===== src/rtl/pxs_pkg.sv =====
package pxs_pkg;

    localparam int PXS_WORD_W = 28;
    localparam int PXS_DE_POS = 26;

    typedef enum logic {
        PXS_SINGLE = 1'b0,
        PXS_DUAL   = 1'b1
    } pxs_mode_e;

    typedef enum logic {
        SLOT_A = 1'b0,
        SLOT_B = 1'b1
    } pxs_slot_e;

    // Per-cycle steering decided by the phase controller
    typedef struct packed {
        logic run;     // awake and out of reset
        logic dual;    // pairing active
        logic take_a;  // capture word into the hold register
        logic emit;    // publish held word + current word
    } pxs_ctl_t;

    function automatic logic pxs_rise(input logic now_v, input logic prev_v);
        return now_v & ~prev_v;
    endfunction

endpackage


===== src/rtl/pxs_de_edge.sv =====
module pxs_de_edge (
    input  logic clk,
    input  logic rst,
    input  logic clr,
    input  logic de_in,
    output logic de_rise
);
    import pxs_pkg::*;

    logic de_q;

    always_ff @(posedge clk) begin
        if (rst || clr) begin
            de_q <= 1'b0;
        end else begin
            de_q <= de_in;
        end
    end

    assign de_rise = pxs_rise(de_in, de_q);

endmodule


===== src/rtl/pxs_phase_ctl.sv =====
module pxs_phase_ctl (
    input  logic                clk,
    input  logic                rst,
    input  logic                wake,
    input  pxs_pkg::pxs_mode_e  mode,
    input  logic                de_rise,
    output pxs_pkg::pxs_ctl_t   ctl,
    output logic                err
);
    import pxs_pkg::*;

    pxs_slot_e slot_q;
    logic      err_q;
    logic      misalign;

    always_comb begin
        misalign   = (mode == PXS_DUAL) && de_rise && (slot_q == SLOT_B);
        ctl.run    = wake && !rst;
        ctl.dual   = (mode == PXS_DUAL);
        ctl.take_a = ctl.dual && ((slot_q == SLOT_A) || misalign);
        ctl.emit   = ctl.dual && (slot_q == SLOT_B) && !misalign;
    end

    always_ff @(posedge clk) begin
        if (rst || !wake) begin
            slot_q <= SLOT_A;
            err_q  <= 1'b0;
        end else if (mode == PXS_SINGLE) begin
            slot_q <= SLOT_A;
        end else begin
            slot_q <= ctl.take_a ? SLOT_B : SLOT_A;
            if (misalign) begin
                err_q <= 1'b1;
            end
        end
    end

    assign err = err_q;

endmodule


===== src/rtl/pxs_pair_regs.sv =====
module pxs_pair_regs #(
    parameter int WORD_W = pxs_pkg::PXS_WORD_W
) (
    input  logic              clk,
    input  logic              rst,
    input  pxs_pkg::pxs_ctl_t ctl,
    input  logic [WORD_W-1:0] pix_in,
    output logic [WORD_W-1:0] chan_a,
    output logic [WORD_W-1:0] chan_b,
    output logic              pair_vld,
    output logic              frame_en
);
    logic [WORD_W-1:0] hold_q;
    logic [WORD_W-1:0] a_q;
    logic [WORD_W-1:0] b_q;
    logic              vld_q;
    logic              fen_q;

    always_ff @(posedge clk) begin
        if (rst || !ctl.run) begin
            hold_q <= '0;
            a_q    <= '0;
            b_q    <= '0;
            vld_q  <= 1'b0;
            fen_q  <= 1'b0;
        end else if (!ctl.dual) begin
            hold_q <= '0;
            a_q    <= pix_in;
            b_q    <= '0;
            vld_q  <= 1'b0;
            fen_q  <= 1'b1;
        end else begin
            vld_q <= ctl.emit;
            fen_q <= ctl.emit;
            if (ctl.take_a) begin
                hold_q <= pix_in;
            end
            if (ctl.emit) begin
                a_q <= hold_q;
                b_q <= pix_in;
            end
        end
    end

    assign chan_a   = a_q;
    assign chan_b   = b_q;
    assign pair_vld = vld_q;
    assign frame_en = fen_q;

endmodule


===== src/rtl/pixel_pair_splitter.sv =====
module pixel_pair_splitter #(
    parameter int WORD_W = pxs_pkg::PXS_WORD_W,
    parameter int DE_POS = pxs_pkg::PXS_DE_POS
) (
    input  logic              clk,
    input  logic              rst,
    input  logic              mode_dual,
    input  logic              wake,
    input  logic [WORD_W-1:0] pix_in,
    output logic [WORD_W-1:0] chan_a,
    output logic [WORD_W-1:0] chan_b,
    output logic              pair_vld,
    output logic              frame_en,
    output logic              align_err
);
    import pxs_pkg::*;

    localparam int DE_IDX = (DE_POS < WORD_W) ? DE_POS : WORD_W - 1;

    pxs_mode_e mode;
    pxs_ctl_t  ctl;
    logic      de_rise;

    assign mode = mode_dual ? PXS_DUAL : PXS_SINGLE;

    pxs_de_edge u_de_edge (
        .clk     (clk),
        .rst     (rst),
        .clr     (!wake),
        .de_in   (pix_in[DE_IDX]),
        .de_rise (de_rise)
    );

    pxs_phase_ctl u_phase (
        .clk     (clk),
        .rst     (rst),
        .wake    (wake),
        .mode    (mode),
        .de_rise (de_rise),
        .ctl     (ctl),
        .err     (align_err)
    );

    pxs_pair_regs #(.WORD_W(WORD_W)) u_regs (
        .clk      (clk),
        .rst      (rst),
        .ctl      (ctl),
        .pix_in   (pix_in),
        .chan_a   (chan_a),
        .chan_b   (chan_b),
        .pair_vld (pair_vld),
        .frame_en (frame_en)
    );

endmodule


===== config.mk =====
export PLATFORM = sky130hd
export DESIGN_NAME = pixel_pair_splitter
export DESIGN_NICKNAME = d
export VERILOG_FILES = /design/src/rtl/pxs_pkg.sv /design/src/rtl/pxs_de_edge.sv /design/src/rtl/pxs_phase_ctl.sv /design/src/rtl/pxs_pair_regs.sv /design/src/rtl/pixel_pair_splitter.sv
export SDC_FILE = /design/constraint.sdc
export NUM_CORES = 1
export LEC_CHECK = 0
export ABC_AREA = 1
export BUFFER_PORTS_ARGS = -buffer_cell sky130_fd_sc_hd__buf_4
export CAP_MARGIN = 20
export CORE_MARGIN = 2
export CORE_UTILIZATION = 38
export DETAILED_ROUTE_END_ITERATION = 10
export GPL_TIMING_DRIVEN = 0
export HOLD_SLACK_MARGIN = 0.1
export PLACE_DENSITY = 0.64
export SYNTH_ARGS = -nofsm -noshare
export SYNTH_HDL_FRONTEND = slang
export SYNTH_SLANG_ARGS = --single-unit

===== constraint.sdc =====
create_clock -name clk -period 1.3 [get_ports clk]
set_input_delay 0.195 -clock clk [delete_from_list [all_inputs] [get_ports clk]]
set_output_delay 0.195 -clock clk [all_outputs]
set_load 0.01 [all_outputs]

# Word level (Yosys, flattened, before mapping)
# Index checks and enable logic that the tools add are counted.
dict set report classes {
  eq_ne 1
  muxes 5
  n_bitwise 4
  reduce_logical 16
}
# cell count
set op_table {}
lappend op_table {{28-bit 2-to-1 mux} 2}
lappend op_table {{1-bit logical AND} 6}
lappend op_table {{1-bit logical NOT} 4}
lappend op_table {{2-bit OR reduction} 2}
lappend op_table {{1-bit logical OR} 3}
lappend op_table {{1-bit 2-to-1 mux} 3}
lappend op_table {{1-bit NOT} 3}
lappend op_table {{2-bit by 1-bit inequality test with 1-bit output (second input constant)} 1}
lappend op_table {{2-bit AND reduction} 1}
lappend op_table {{1-bit AND} 1}
dict set report word_totals {
  ff_bits 89
  inputBits 32
}

# Depth between registers and ports, before layout
dict set report logic_depth {
  word_depth 8
  mapped_depth 8
  depth_no_buf 6
}

# Cells and area by module
# Synthesis repeated with hierarchy kept, for this count alone.
dict set report unflattened {
  cells_unflattened 488
  area_unflattened_um2 3549.7
}
# mod instances cells_per_inst area_each_um2
set modules_own_cells {}
lappend modules_own_cells {pxs_pair_regs 1 465 3395.8}
lappend modules_own_cells {pxs_phase_ctl 1 16 108.9}
lappend modules_own_cells {pxs_de_edge 1 6 41.3}
lappend modules_own_cells {pixel_pair_splitter 1 1 3.8}

# Worst setup path after synthesis
# Ideal clock, no wire load.
dict set report synth_timing {
  path_kind {flip-flop to flip-flop}
  start {register u_phase.slot_q}
  end {register u_regs.hold_q[19]}
  setup_ns 0.116
  t_arrival_ns 0.984
  t_required_ns 1.184
  slack_ns 0.200
  stages_incl_launch_ff 8
  cell_sequence {dfxtp_1 -> inv_2 -> o21bai_4 -> inv_2 -> buf_6 -> buf_6 -> nor2_1 -> nor2_1}
}
dict set report synth_between {
  elab_chain_cells 3
}
# item line_no
set synth_lines {}
lappend synth_lines {{start, declared} pxs_phase_ctl.sv:12} ;# pxs_slot_e slot_q;
lappend synth_lines {{start signal, assigned} pxs_phase_ctl.sv:31} ;# slot_q <= ctl.take_a ? SLOT_B : SLOT_A;
lappend synth_lines {{1-bit logical AND or 1-bit NOT (tied branches)} {pxs_phase_ctl.sv:17, pxs_phase_ctl.sv:20}}
lappend synth_lines {{1-bit logical OR (*)} pxs_phase_ctl.sv:20} ;# ctl.take_a = ctl.dual && ((slot_q == SLOT_A) || misalign);
lappend synth_lines {{1-bit logical AND (*)} pxs_phase_ctl.sv:20}
lappend synth_lines {{end signal, assigned} pxs_pair_regs.sv:36} ;# hold_q <= pix_in;
lappend synth_lines {{end, declared} pxs_pair_regs.sv:13} ;# logic [WORD_W-1:0] hold_q;
# Every way passes the cells marked *; elsewhere a longest branch is shown, timed or not.
# A chain may end at the register's enable or synchronous reset.

# Worst setup path in the final report
dict set report layout_timing {
  start {register u_de_edge.de_q}
  end {register u_regs.b_q[22], in the netlist u_regs.chan_b[22]}
}
dict set report layout_between {
  elab_chain_cells 6
}
# item line_no
set layout_lines {}
lappend layout_lines {{start, declared} pxs_de_edge.sv:10} ;# logic de_q;
lappend layout_lines {{start signal, assigned} pxs_de_edge.sv:16} ;# de_q <= de_in;
lappend layout_lines {{1-bit NOT} pxs_pkg.sv:25} ;# return now_v & ~prev_v;
lappend layout_lines {{1-bit AND} pxs_pkg.sv:25}
lappend layout_lines {{1-bit logical AND (2 in a row)} pxs_phase_ctl.sv:17} ;# misalign = (mode == PXS_DUAL) && de_rise && (slot_q == SLOT_B);
lappend layout_lines {{1-bit logical NOT} pxs_phase_ctl.sv:21} ;# ctl.emit = ctl.dual && (slot_q == SLOT_B) && !misalign;
lappend layout_lines {{1-bit logical AND} pxs_phase_ctl.sv:21}
lappend layout_lines {{end signal, assigned} pxs_pair_regs.sv:40} ;# b_q <= pix_in;
lappend layout_lines {{end, declared} pxs_pair_regs.sv:15} ;# logic [WORD_W-1:0] b_q;
# No other way between the ends.

==> impl_metrics.json <==
{
  "io_pins": 91,
  "path_max_fanout": 10,
  "finClkSkew_ns": 0.004774,
  "n_fill_cell": 916,
  "status": "finished, final reports clean",
  "wl_per_cell_um": 13.20,
  "die_x_um": 100.3,
  "post_cts_buffers": 0,
  "layout_min_cycle_time_ns": 1.214,
  "finish.utilization_pct": 51.41,
  "cts_htree_levels": 3,
  "yosys_warnings": 0,
  "drtIter0Drc": 132,
  "tightest_slew_ns": 0.5457,
  "drt_wl_total_um": 9333,
  "drive_above_1_share_pct": 23.83,
  "clock_latency_ns": 0.35,
  "hold_class": "in -> reg",
  "drc": 0,
  "maxCapViolCount": 0,
  "grt_pass1_wl_um": 15240,
  "synth.distinct_cells": 19,
  "worstSetupPathType": "reg -> reg",
  "antenna_found_initial": 0,
  "grt_max_degree": 14,
  "row_count": 35,
  "cts_made_buffers": 9,
  "p_clk_share_pct": 39.8,
  "clk_pin_slew_ns": 0.08,
  "relSlewSlack_pct": 63.62,
  "pwr-share-seq_pct": 51.2,
  "combPwrFrac_pct": 9.1,
  "irDropWorstVdd_mv": 0.4533,
  "clock_path_buffers": 2,
  "start_kind": "flop",
  "avgSynthCellArea_um2": 7.300,
  "critPathRequiredTime_ns": 1.52,
  "numPortBuffers": 89,
  "timing_hold_violations_final": 0,
  "ys_seq_area_share_pct": 50.53,
  "die-area_mm2": 0.01007,
  "vias_per_cell": 4.764,
  "maxSlewViolCount": 0,
  "syn_area_mm2": 0.003526,
  "final.setup.tns_ns": 0,
  "dp_hpwl_um": 6638,
  "cts_root_buf": "clkbuf_8",
  "max_freq_mhz": 823.6,
  "placed_cells": 683,
  "place_congestion": 0.7774,
  "p_sw_w": 0.001239,
  "antennaDiodeCount": 0,
  "finalSetupViolCount": 0,
  "track_usage_pct": 19.21,
  "yosys_register_bits": 89,
  "clock-sinks": 89,
  "die_h_um": 100.3,
  "power-per-cell-area_mw_per_mm2": 1163,
  "syn_nets": 515,
  "arrival_ns": 1.44,
  "swShare_pct": 22.74,
  "drt_first_pass_iters": 4,
  "critPathCaptureType": "flop",
  "whs_ns": 0.1055,
  "grt_pass1_vias": 3189,
  "leakage_nw": 2.009,
  "intPower_w": 0.004207,
  "syn2layout_area_growth_pct": 32.82,
  "coreArea_mm2": 0.009109,
  "fin_nets": 624,
  "placed_area_mm2": 0.004333,
  "final_cells": 707,
  "vias": 3368,
  "overflow": 0,
  "synthCells": 483,
  "period_share_pct": 93.39,
  "cts_tree": "built",
  "start_util_pct": 38.71,
  "antenna_left": 0,
  "design_area_mm2": 0.004683
}
[synth_stat cells]
cell	n	area [µm²]
a21oi_1	57	285.3
buf_2	12	60.06
buf_4	5	37.54
buf_6	7	78.83
clkbuf_1	9	33.78
clkbuf_2	2	10.01
dfxtp_1	89	1782
inv_1	4	15.01
inv_2	6	22.52
nand2_1	168	630.6
nand3_1	29	145.1
nand3_2	1	10.01
nor2_1	61	229.0
nor2_2	1	6.260
nor2_4	1	11.26
nor3_1	1	5.000
o21ai_0	24	120.1
o21ai_1	5	25.02
o21bai_4	1	18.77
[timing repair]
action | in CTS | in global routing
hold buffers | 9 | 0
endpoints found under the setup margin | 4 | 62
hold endpoints to repair | 9 | 0
gates resized for setup | 4 | 14
[final timing paths]
path | cells past startpoint | slack [ns] | startpoint | end
worst max-delay path | 7 | 0.09 | u_de_edge.de_q$_SDFF_PP0_ | u_regs.chan_b[22]$_SDFFE_PP0P_
worst max register to register | 7 | 0.09 | u_de_edge.de_q$_SDFF_PP0_ | u_regs.chan_b[22]$_SDFFE_PP0P_
worst min-delay path | 3 | 0.11 | pix_in[3] | u_regs.chan_b[3]$_SDFFE_PP0P_
worst min register to register | 2 | 0.47 | u_regs.chan_b[23]$_SDFFE_PP0P_ | u_regs.chan_b[23]$_SDFFE_PP0P_
[routing by layer]
layer | global-route usage, % | vias up | share of wire, %
li1 | - | 1751 | -
met1 | 24.11 | 1507 | 46
met2 | 32.47 | 92 | 47
met3 | 3.064 | 18 | 4.3
met4 | 8.641 | 0 | 2.6
met5 | 0 | - | 0
[placed cells by master (no fill, tap or decap)]
cell type,Yosys,layout
nand2_1,168,168
buf_4,5,98
dfxtp_1,89,87
nor2_1,61,61
a21oi_1,57,57
nand3_1,29,29
o21ai_0,24,24
clkbuf_8,0,12
buf_6,7,9
clkbuf_1,9,9
dlygate4sd3_1,0,9
buf_2,12,7
inv_2,6,5
o21ai_1,5,5
inv_1,4,4
bufinv_16,0,2
dfxtp_2,0,2
nand3_2,1,1
inv_4,0,1
nor2_4,1,1
nor2_2,1,1
o21bai_4,1,1
clkbuf_2,2,1
nor3_1,1,1
clkbuf_4,0,1
[layout make-up]
type	count	area (µm²)	share of cell area, %
Inverter	10	40.04	0.8549
Timing Repair Buffer	98	758.2	16.19
Buffer	35	246.5	5.263
Multi-Input combinational cell	349	1486	31.74
Sequential cell	89	1784	38.10
Clock buffer	13	168.9	3.607
Clock inverter	2	60.06	1.282
Tap cell	111	138.9	2.966
[worst max-delay path, cell delays in order, from the launching register on]
cell     delay (ns)
dfxtp_2        0.35
inv_1          0.04
nand2_1        0.08
nand3_2        0.13
buf_6          0.18
buf_4          0.17
nand2_1        0.07
a21oi_1        0.06
[power by group through the flow]
stage	combinational [W]	sequential [W]	clock [W]
floorplan	0.000254	0.00286	0
global placement	0.000467	0.00285	0
detailed placement	0.000471	0.00285	0
CTS	0.000495	0.00279	0.00221
global route	0.000553	0.00279	0.00232
finish	0.000495	0.00279	0.00217
[logic make-up (layout without fill, tap and decap cells)]
family | Yosys count | count (layout) | synth area share [%]
simple gates | 262 | 262 | 29.42
flops | 89 | 89 | 50.53
compound gates | 87 | 87 | 12.74
buf+inv | 45 | 158 | 7.310
[sequential cells by signal (all words and copies together) (netlist names)]
name / flops
u_regs.hold_q: 28
u_phase.err: 1
u_regs.frame_en: 1
u_de_edge.de_q: 1
u_phase.slot_q: 1
u_regs.chan_b: 28
u_regs.pair_vld: 1
u_regs.chan_a: 28
[per-stage QoR]
step,total power (W),setup slack (ns)
floorplan,0.003111,0.2005
global placement,0.003316,-0.1106
finish,0.005446,0.08589
global route,0.005663,-0.005370
CTS,0.005488,0.02216
detailed placement,0.003321,-0.1257
(Power assumes the default switching activity.)
